`config.mk`:
```
export PLATFORM = sky130hd
export DESIGN_NAME = sflash_host
export DESIGN_NICKNAME = d
export VERILOG_FILES = /design/src/rtl/sfc_pkg.sv /design/src/rtl/sfc_sck_gen.sv /design/src/rtl/sfc_shift.sv /design/src/rtl/sflash_host.sv
export SDC_FILE = /design/constraint.sdc
export NUM_CORES = 1
export LEC_CHECK = 0
export BUFFER_PORTS_ARGS = -buffer_cell sky130_fd_sc_hd__buf_2
export CAP_MARGIN = 20
export CELL_PAD_IN_SITES_DETAIL_PLACEMENT = 2
export CELL_PAD_IN_SITES_GLOBAL_PLACEMENT = 2
export CORE_UTILIZATION = 31
export DETAILED_ROUTE_END_ITERATION = 8
export PLACE_DENSITY = 0.74
export SLEW_MARGIN = 20
export SYNTH_ARGS = -nofsm -noshare
export SYNTH_HDL_FRONTEND = slang
export SYNTH_SLANG_ARGS = --single-unit
```
`constraint.sdc`:
```
create_clock -name clk -period 2.6 [get_ports clk]
set_clock_uncertainty 0.1 [all_clocks]
set_input_delay 0.52 -clock clk [delete_from_list [all_inputs] [get_ports clk]]
set_output_delay 0.52 -clock clk [all_outputs]
set_load 0.05 [all_outputs]
```
`src/rtl/sfc_pkg.sv`:
```
package sfc_pkg;

  typedef enum logic [1:0] {
    OP_READ   = 2'd0,
    OP_SERASE = 2'd1,
    OP_CERASE = 2'd2,
    OP_PROG   = 2'd3
  } sfc_op_e;

  typedef enum logic [2:0] {
    S_IDLE, S_SETUP, S_XFER, S_HOLD, S_GAP
  } sfc_state_e;

  localparam int          HDR_BYTES  = 5;
  localparam logic [7:0]  CMD_STATUS = 8'h9F;
  localparam logic [7:0]  CONFIRM    = 8'hD0;

  function automatic logic is_write(input sfc_op_e op);
    return op != OP_READ;
  endfunction

  // byte idx (0..4) of the command header for an operation
  function automatic logic [7:0] hdr_byte(input sfc_op_e op, input logic [2:0] idx,
                                          input logic [16:0] a, input logic [7:0] wd);
    logic [7:0] top;
    top = {7'd0, a[16]};
    case (op)
      OP_READ:   case (idx) 3'd0: return 8'hFF; 3'd1: return top;
                            3'd2: return a[15:8]; 3'd3: return a[7:0];
                            default: return 8'h00; endcase
      OP_SERASE: case (idx) 3'd0: return 8'h20; 3'd1: return top;
                            3'd2: return a[15:8]; 3'd4: return CONFIRM;
                            default: return 8'h00; endcase
      OP_CERASE: case (idx) 3'd0: return 8'h60; 3'd4: return CONFIRM;
                            default: return 8'h00; endcase
      default:   case (idx) 3'd0: return 8'h10; 3'd1: return top;
                            3'd2: return a[15:8]; 3'd3: return a[7:0];
                            default: return wd; endcase
    endcase
  endfunction

endpackage

```
`src/rtl/sfc_sck_gen.sv`:
```
module sfc_sck_gen #(
  parameter int DIV = 13
) (
  input  logic clk,
  input  logic rst_n,
  input  logic run,
  output logic sck,
  output logic rise_evt,
  output logic fall_evt
);
  localparam int CW = (DIV > 1) ? $clog2(DIV) : 1;

  logic [CW-1:0] cnt;
  logic          tick;

  assign tick     = run && (cnt == CW'(DIV - 1));
  assign rise_evt = tick && !sck;
  assign fall_evt = tick && sck;

  always_ff @(posedge clk or negedge rst_n) begin
    if (!rst_n) begin
      cnt <= '0;
      sck <= 1'b0;
    end else if (!run) begin
      cnt <= '0;
      sck <= 1'b0;
    end else if (tick) begin
      cnt <= '0;
      sck <= ~sck;
    end else begin
      cnt <= cnt + 1'b1;
    end
  end
endmodule

```
`src/rtl/sfc_shift.sv`:
```
module sfc_shift (
  input  logic       clk,
  input  logic       rst_n,
  input  logic       load,
  input  logic [7:0] nbyte,
  input  logic       rise_evt,
  input  logic       fall_evt,
  input  logic       so,
  output logic       si,
  output logic       byte_done,
  output logic [7:0] rx_byte
);
  logic [7:0] tx_sh;
  logic [6:0] rx_sh;
  logic [2:0] bitn;
  logic       byte_edge;

  assign byte_done = rise_evt && (bitn == 3'd7);
  assign byte_edge = fall_evt && (bitn == 3'd0);
  assign rx_byte   = {rx_sh, so};
  assign si        = tx_sh[7];

  always_ff @(posedge clk or negedge rst_n) begin
    if (!rst_n) begin
      tx_sh <= '0;
      rx_sh <= '0;
      bitn  <= '0;
    end else if (load) begin
      tx_sh <= nbyte;
      bitn  <= '0;
    end else begin
      if (rise_evt) begin
        rx_sh <= {rx_sh[5:0], so};
        bitn  <= bitn + 3'd1;
      end
      if (fall_evt) tx_sh <= byte_edge ? nbyte : {tx_sh[6:0], 1'b0};
    end
  end
endmodule

```
`src/rtl/sflash_host.sv`:
```
module sflash_host
  import sfc_pkg::*;
#(
  parameter int DIV        = 13,
  parameter int GUARD      = 63,
  parameter int LEN_W      = 8,
  parameter int POLL_LIMIT = 131071
) (
  input  logic             clk,
  input  logic             rst_n,
  input  logic             req_valid,
  output logic             req_ready,
  input  logic [1:0]       req_op,
  input  logic [16:0]      req_addr,
  input  logic [7:0]       req_wdata,
  input  logic [LEN_W-1:0] req_len,
  output logic             rd_valid,
  output logic [7:0]       rd_data,
  output logic             done,
  output logic             done_err,
  output logic             sck,
  output logic             ce_n,
  output logic             si,
  input  logic             so,
  output logic             wprot
);
  localparam int IDX_W = LEN_W + 2;
  localparam int GW    = $clog2(GUARD + 1);
  localparam int PW    = $clog2(POLL_LIMIT + 1);

  sfc_state_e       st;
  sfc_op_e          op_q;
  logic [16:0]      addr_q;
  logic [7:0]       wd_q;
  logic [LEN_W-1:0] len_q;
  logic             polling, stop_q, err_q;
  logic [IDX_W-1:0] bidx;
  logic [GW-1:0]    gcnt;
  logic [PW-1:0]    pcnt;

  // named internal events
  logic       run, rise_evt, fall_evt, byte_done, load_now;
  logic       guard_end, frame_last, in_data, poll_last;
  logic [7:0] next_byte, rx_byte;

  assign req_ready  = (st == S_IDLE);
  assign run        = (st == S_XFER);
  assign guard_end  = (gcnt == GW'(GUARD - 1));
  assign load_now   = (st == S_SETUP) && guard_end;
  assign frame_last = (bidx == IDX_W'(HDR_BYTES - 1) + IDX_W'(len_q));
  assign in_data    = !polling && (op_q == OP_READ) && (bidx >= IDX_W'(HDR_BYTES));
  assign poll_last  = (pcnt == PW'(POLL_LIMIT - 1));
  assign next_byte  = polling ? ((bidx == '0) ? CMD_STATUS : 8'h00)
                    : ((bidx < IDX_W'(HDR_BYTES)) ? hdr_byte(op_q, bidx[2:0], addr_q, wd_q) : 8'h00);

  sfc_sck_gen #(.DIV(DIV)) i_sck (
    .clk(clk), .rst_n(rst_n), .run(run),
    .sck(sck), .rise_evt(rise_evt), .fall_evt(fall_evt)
  );

  sfc_shift i_shift (
    .clk(clk), .rst_n(rst_n), .load(load_now), .nbyte(next_byte),
    .rise_evt(rise_evt), .fall_evt(fall_evt), .so(so),
    .si(si), .byte_done(byte_done), .rx_byte(rx_byte)
  );

  always_ff @(posedge clk or negedge rst_n) begin
    if (!rst_n) begin
      st       <= S_IDLE;
      op_q     <= OP_READ;
      addr_q   <= '0;
      wd_q     <= '0;
      len_q    <= '0;
      polling  <= 1'b0;
      stop_q   <= 1'b0;
      err_q    <= 1'b0;
      bidx     <= '0;
      gcnt     <= '0;
      pcnt     <= '0;
      ce_n     <= 1'b1;
      wprot    <= 1'b0;
      rd_valid <= 1'b0;
      rd_data  <= '0;
      done     <= 1'b0;
      done_err <= 1'b0;
    end else begin
      rd_valid <= 1'b0;
      done     <= 1'b0;
      done_err <= 1'b0;
      case (st)
        S_IDLE: if (req_valid) begin
          op_q    <= sfc_op_e'(req_op);
          addr_q  <= req_addr;
          wd_q    <= req_wdata;
          len_q   <= req_len;
          wprot   <= is_write(sfc_op_e'(req_op));
          err_q   <= 1'b0;
          polling <= 1'b0;
          bidx    <= '0;
          gcnt    <= '0;
          ce_n    <= 1'b0;
          st      <= S_SETUP;
        end
        S_SETUP: begin
          if (guard_end) begin
            gcnt <= '0;
            st   <= S_XFER;
          end else gcnt <= gcnt + 1'b1;
        end
        S_XFER: begin
          if (byte_done) begin
            if (bidx != '1) bidx <= bidx + 1'b1;
            if (polling) begin
              if (bidx != '0) begin
                pcnt <= pcnt + 1'b1;
                if (so) stop_q <= 1'b1;
                else if (poll_last) begin
                  stop_q <= 1'b1;
                  err_q  <= 1'b1;
                end
              end
            end else begin
              if (in_data) begin
                rd_valid <= 1'b1;
                rd_data  <= rx_byte;
              end
              if (frame_last) stop_q <= 1'b1;
            end
          end
          if (fall_evt && stop_q) begin
            stop_q <= 1'b0;
            st     <= S_HOLD;
          end
        end
        S_HOLD: begin
          if (guard_end) begin
            gcnt <= '0;
            ce_n <= 1'b1;
            st   <= S_GAP;
          end else gcnt <= gcnt + 1'b1;
        end
        S_GAP: begin
          if (guard_end) begin
            gcnt <= '0;
            if (is_write(op_q) && !polling) begin
              polling <= 1'b1;
              bidx    <= '0;
              pcnt    <= '0;
              ce_n    <= 1'b0;
              st      <= S_SETUP;
            end else begin
              done     <= 1'b1;
              done_err <= err_q;
              wprot    <= 1'b0;
              st       <= S_IDLE;
            end
          end else gcnt <= gcnt + 1'b1;
        end
        default: st <= S_IDLE;
      endcase
    end
  end
endmodule

```
==> results.ini <==
[status]
status=completed

[sta]
hold_violations=0
drv_slew=0
min_period_over_period_pct=94.3
max_freq_ghz=0.408
rsz0062_at_grt=true
post-route-min-period_ns=2.45
tightest_slew_ns=0.820
relSlewSlack_pct=44.9
setup_violations=0

[worst_setup_path]
slowest_delay_ns=0.49
end_kind=flip-flop
cp_slowest_cell=dfrtp_1
crit_fanout=7
cp-start-kind=flip-flop
crit_type=flip-flop to flip-flop
crit_required_ns=2.79
crit_chain=inv_1 > ha_1 > nand2b_1 > o31a_1 > nand4b_1 > buf_4 > or3_1 > a21oi_1
cp.arrival_ns=2.64

[clock_network]
cts-root-buf=clkbuf_16
cts.htree.levels=3
clockBufferDepth=2
cts.reportedPaths.clkPinSlew_ns=0.08
cts_hold_buf=0
worstSkewPairLatency_ns=0.36
cts.sinks=110
cts_tree=yes
cts_buffers=9

[logic_synthesis]
syn_nets=622
yosys.area.top_type=dfrtp_1
yosys_warnings=0
synth_area_mm2=0.00573
synth_top_area_share_pct=47.6
async_flop_share_pct=100
synth_edf_count=0
synth_cell_types=58
ys.flop_type=dfrtp_1
syn_area_per_cell_um2=10.1
synthTopCellsByArea=dfrtp_1 (48%), mux2_2 (9.8%), a21oi_1 (3.8%)
ys_ff_latch=110
ys_seq_area_share_pct=48.1
syn_inst=567

[job]
maxCapViolCount=0

[finish]
fin_util_pct=37.5
final_layout_size_suffix_gt1_share_pct=25.4
final_cell_mix=dfrtp_1 (109), buf_2 (53), mux2_2 (50)
finalInstanceArea_mm2=0.00676
diodes=0
layout_commonest_cell=dfrtp_1
area_growth_syn_to_layout_pct=18.1
fin_nets=692

[hold_path]
hold_path_class=primary input to async pin

[route]
drcViolationCount=0
vias=4700
wl_um=17200
post_drt_wl_per_cell_um=19.8
vias_per_cell=5.40
drt-initial-drc-count=146
final_antenna_net_count=0
firstDrtPassIters=4

[pwr]
ir_worst_vdd_mv=0.289
p_per_area_mw_per_mm2=488
leakage_nw=3.15

[floorplanning]
core_mm2=0.0180
fp.dieW_um=138
die_height_um=138
die_area_mm2=0.0190
ios=55
row_count=49
initial_core_util_pct=31.8

[global_route]
grt_pass1_wl_um=28200
grt_max_degree=46
grt.total_usage_pct=19.4
grt-ovfl-total=0
antenna_found_initial=0
grt_pass1_vias=5321

[placement]
dpl_cell_area_mm2=0.00638
port_buffers=54
dp_hpwl_um=12400
gp_congestion=0.804

## cells in the mapped netlist (3+ instances only)
| cell type | instances |
|---|---|
| o31ai_1 | 12 |
| and2_1 | 3 |
| a31oi_1 | 8 |
| nand3_1 | 23 |
| a21oi_1 | 43 |
| buf_2 | 5 |
| dfrtp_1 | 109 |
| xor2_1 | 8 |
| nor4_1 | 7 |
| nand2_1 | 44 |
| o21ai_0 | 23 |
| nand2b_1 | 5 |
| clkbuf_1 | 17 |
| nor3_1 | 3 |
| mux2_2 | 50 |
| o22ai_1 | 11 |
| o2bb2ai_1 | 3 |
| or3_1 | 15 |
| or4_1 | 11 |
| inv_1 | 24 |
| a211oi_1 | 5 |
| xnor2_1 | 8 |
| nand4_1 | 15 |
| or2_2 | 3 |
| o211ai_1 | 4 |
| nor2_1 | 32 |
| mux2i_1 | 4 |
| ha_1 | 16 |
| and3_1 | 6 |
| nor2b_1 | 6 |
| o21ai_1 | 8 |
## sequential cells by signal, indices dropped and copies added, names as in the netlist, 2 cells and up
signal         cells
addr_q            17
bidx              10
gcnt               6
i_sck.cnt          4
i_shift.bitn       3
i_shift.rx_sh      7
i_shift.tx_sh      8
len_q              8
op_q               2
pcnt              17
rd_data            8
st                 3
wd_q               8
## routing by layer
layer  vias up  track usage (%)  routed length [um]
li1       2209                -                   -
met1      2426             24.3                7780
met2        49             34.5                8880
met3        16             3.11                 343
met4         0             5.07                 211
met5         -                0                   0
## report_power, final
group | total (mW) | switching (mW) | internal (mW)
sequential | 1.71 | 0.00153 | 1.71
combinational | 0.0733 | 0.0464 | 0.0269
clock | 1.52 | 0.736 | 0.780
## cell type report
class | instances | area, um2
multi-input combinational | 407 | 2800
inverter | 25 | 93.8
tap | 229 | 287
clock inverter | 7 | 95.1
sequential | 110 | 2750
fill | 1960 | 11300
clock buffer | 9 | 225
timing repair buffer | 84 | 510
## timing repair
action	CTS	global route
gates resized for setup	0	6
hold endpoints to repair	0	0
buffers inserted	0	4
endpoints found under the setup margin	0	13
## cell families after synthesis
| logic type | after synthesis | synth area share [%] |
|---|---|---|
| AO/OA/AOI/OAI | 136 | 14.6 |
| XOR/XNOR | 16 | 2.45 |
| adder cells (fa/ha/maj) | 16 | 3.50 |
| buffers and inverters | 50 | 3.65 |
| flip-flops | 110 | 48.1 |
| multiplexers | 54 | 10.5 |
| AND/OR/NAND/NOR | 185 | 17.2 |
## worst max-delay path: cells and delay by family, from the launching register on
family | cells | cell delay [ns]
DFF | 1 | 0.49
AOI/OAI and AO/OA | 2 | 0.45
buffers and inverters | 2 | 0.36
and+or+nand+nor | 3 | 0.74
adders and majority gates | 1 | 0.24
## path summary, 6_finish.rpt
check	start	endpoint	slack (ns)	depth (start not counted)
min in group clk	req_wdata[2]	wd_q[2]$_DFFE_PN0P_	0.28	2
max in group asynchronous	rst_n	ce_n$_DFFE_PN1P_	1.57	2
worst min-delay path	rst_n	gcnt[3]$_DFFE_PN0P_	0.04	1
worst max register to register	bidx[0]$_DFFE_PN0P_	pcnt[7]$_DFFE_PN0P_	0.15	8
worst max-delay path	bidx[0]$_DFFE_PN0P_	pcnt[7]$_DFFE_PN0P_	0.15	8
worst min register to register	err_q$_DFFE_PN0P_	err_q$_DFFE_PN0P_	0.38	1
## metrics by stage
step	TNS, ns	setup WS (ns)	total power, mW	hold WS, ns	instances
detailed placement	0	0.110	1.83	0.362	851
global route	-0.0485	-0.0337	3.43	0.0739	871
floorplan	0	0.349	1.75	0.124	567
CTS	0	0.00388	3.37	0.0652	867
global placement	0	0.231	1.82	0.363	851
finish	0	0.148	3.30	0.0399	871
No activity file was read; power rests on OpenSTA's default activity.
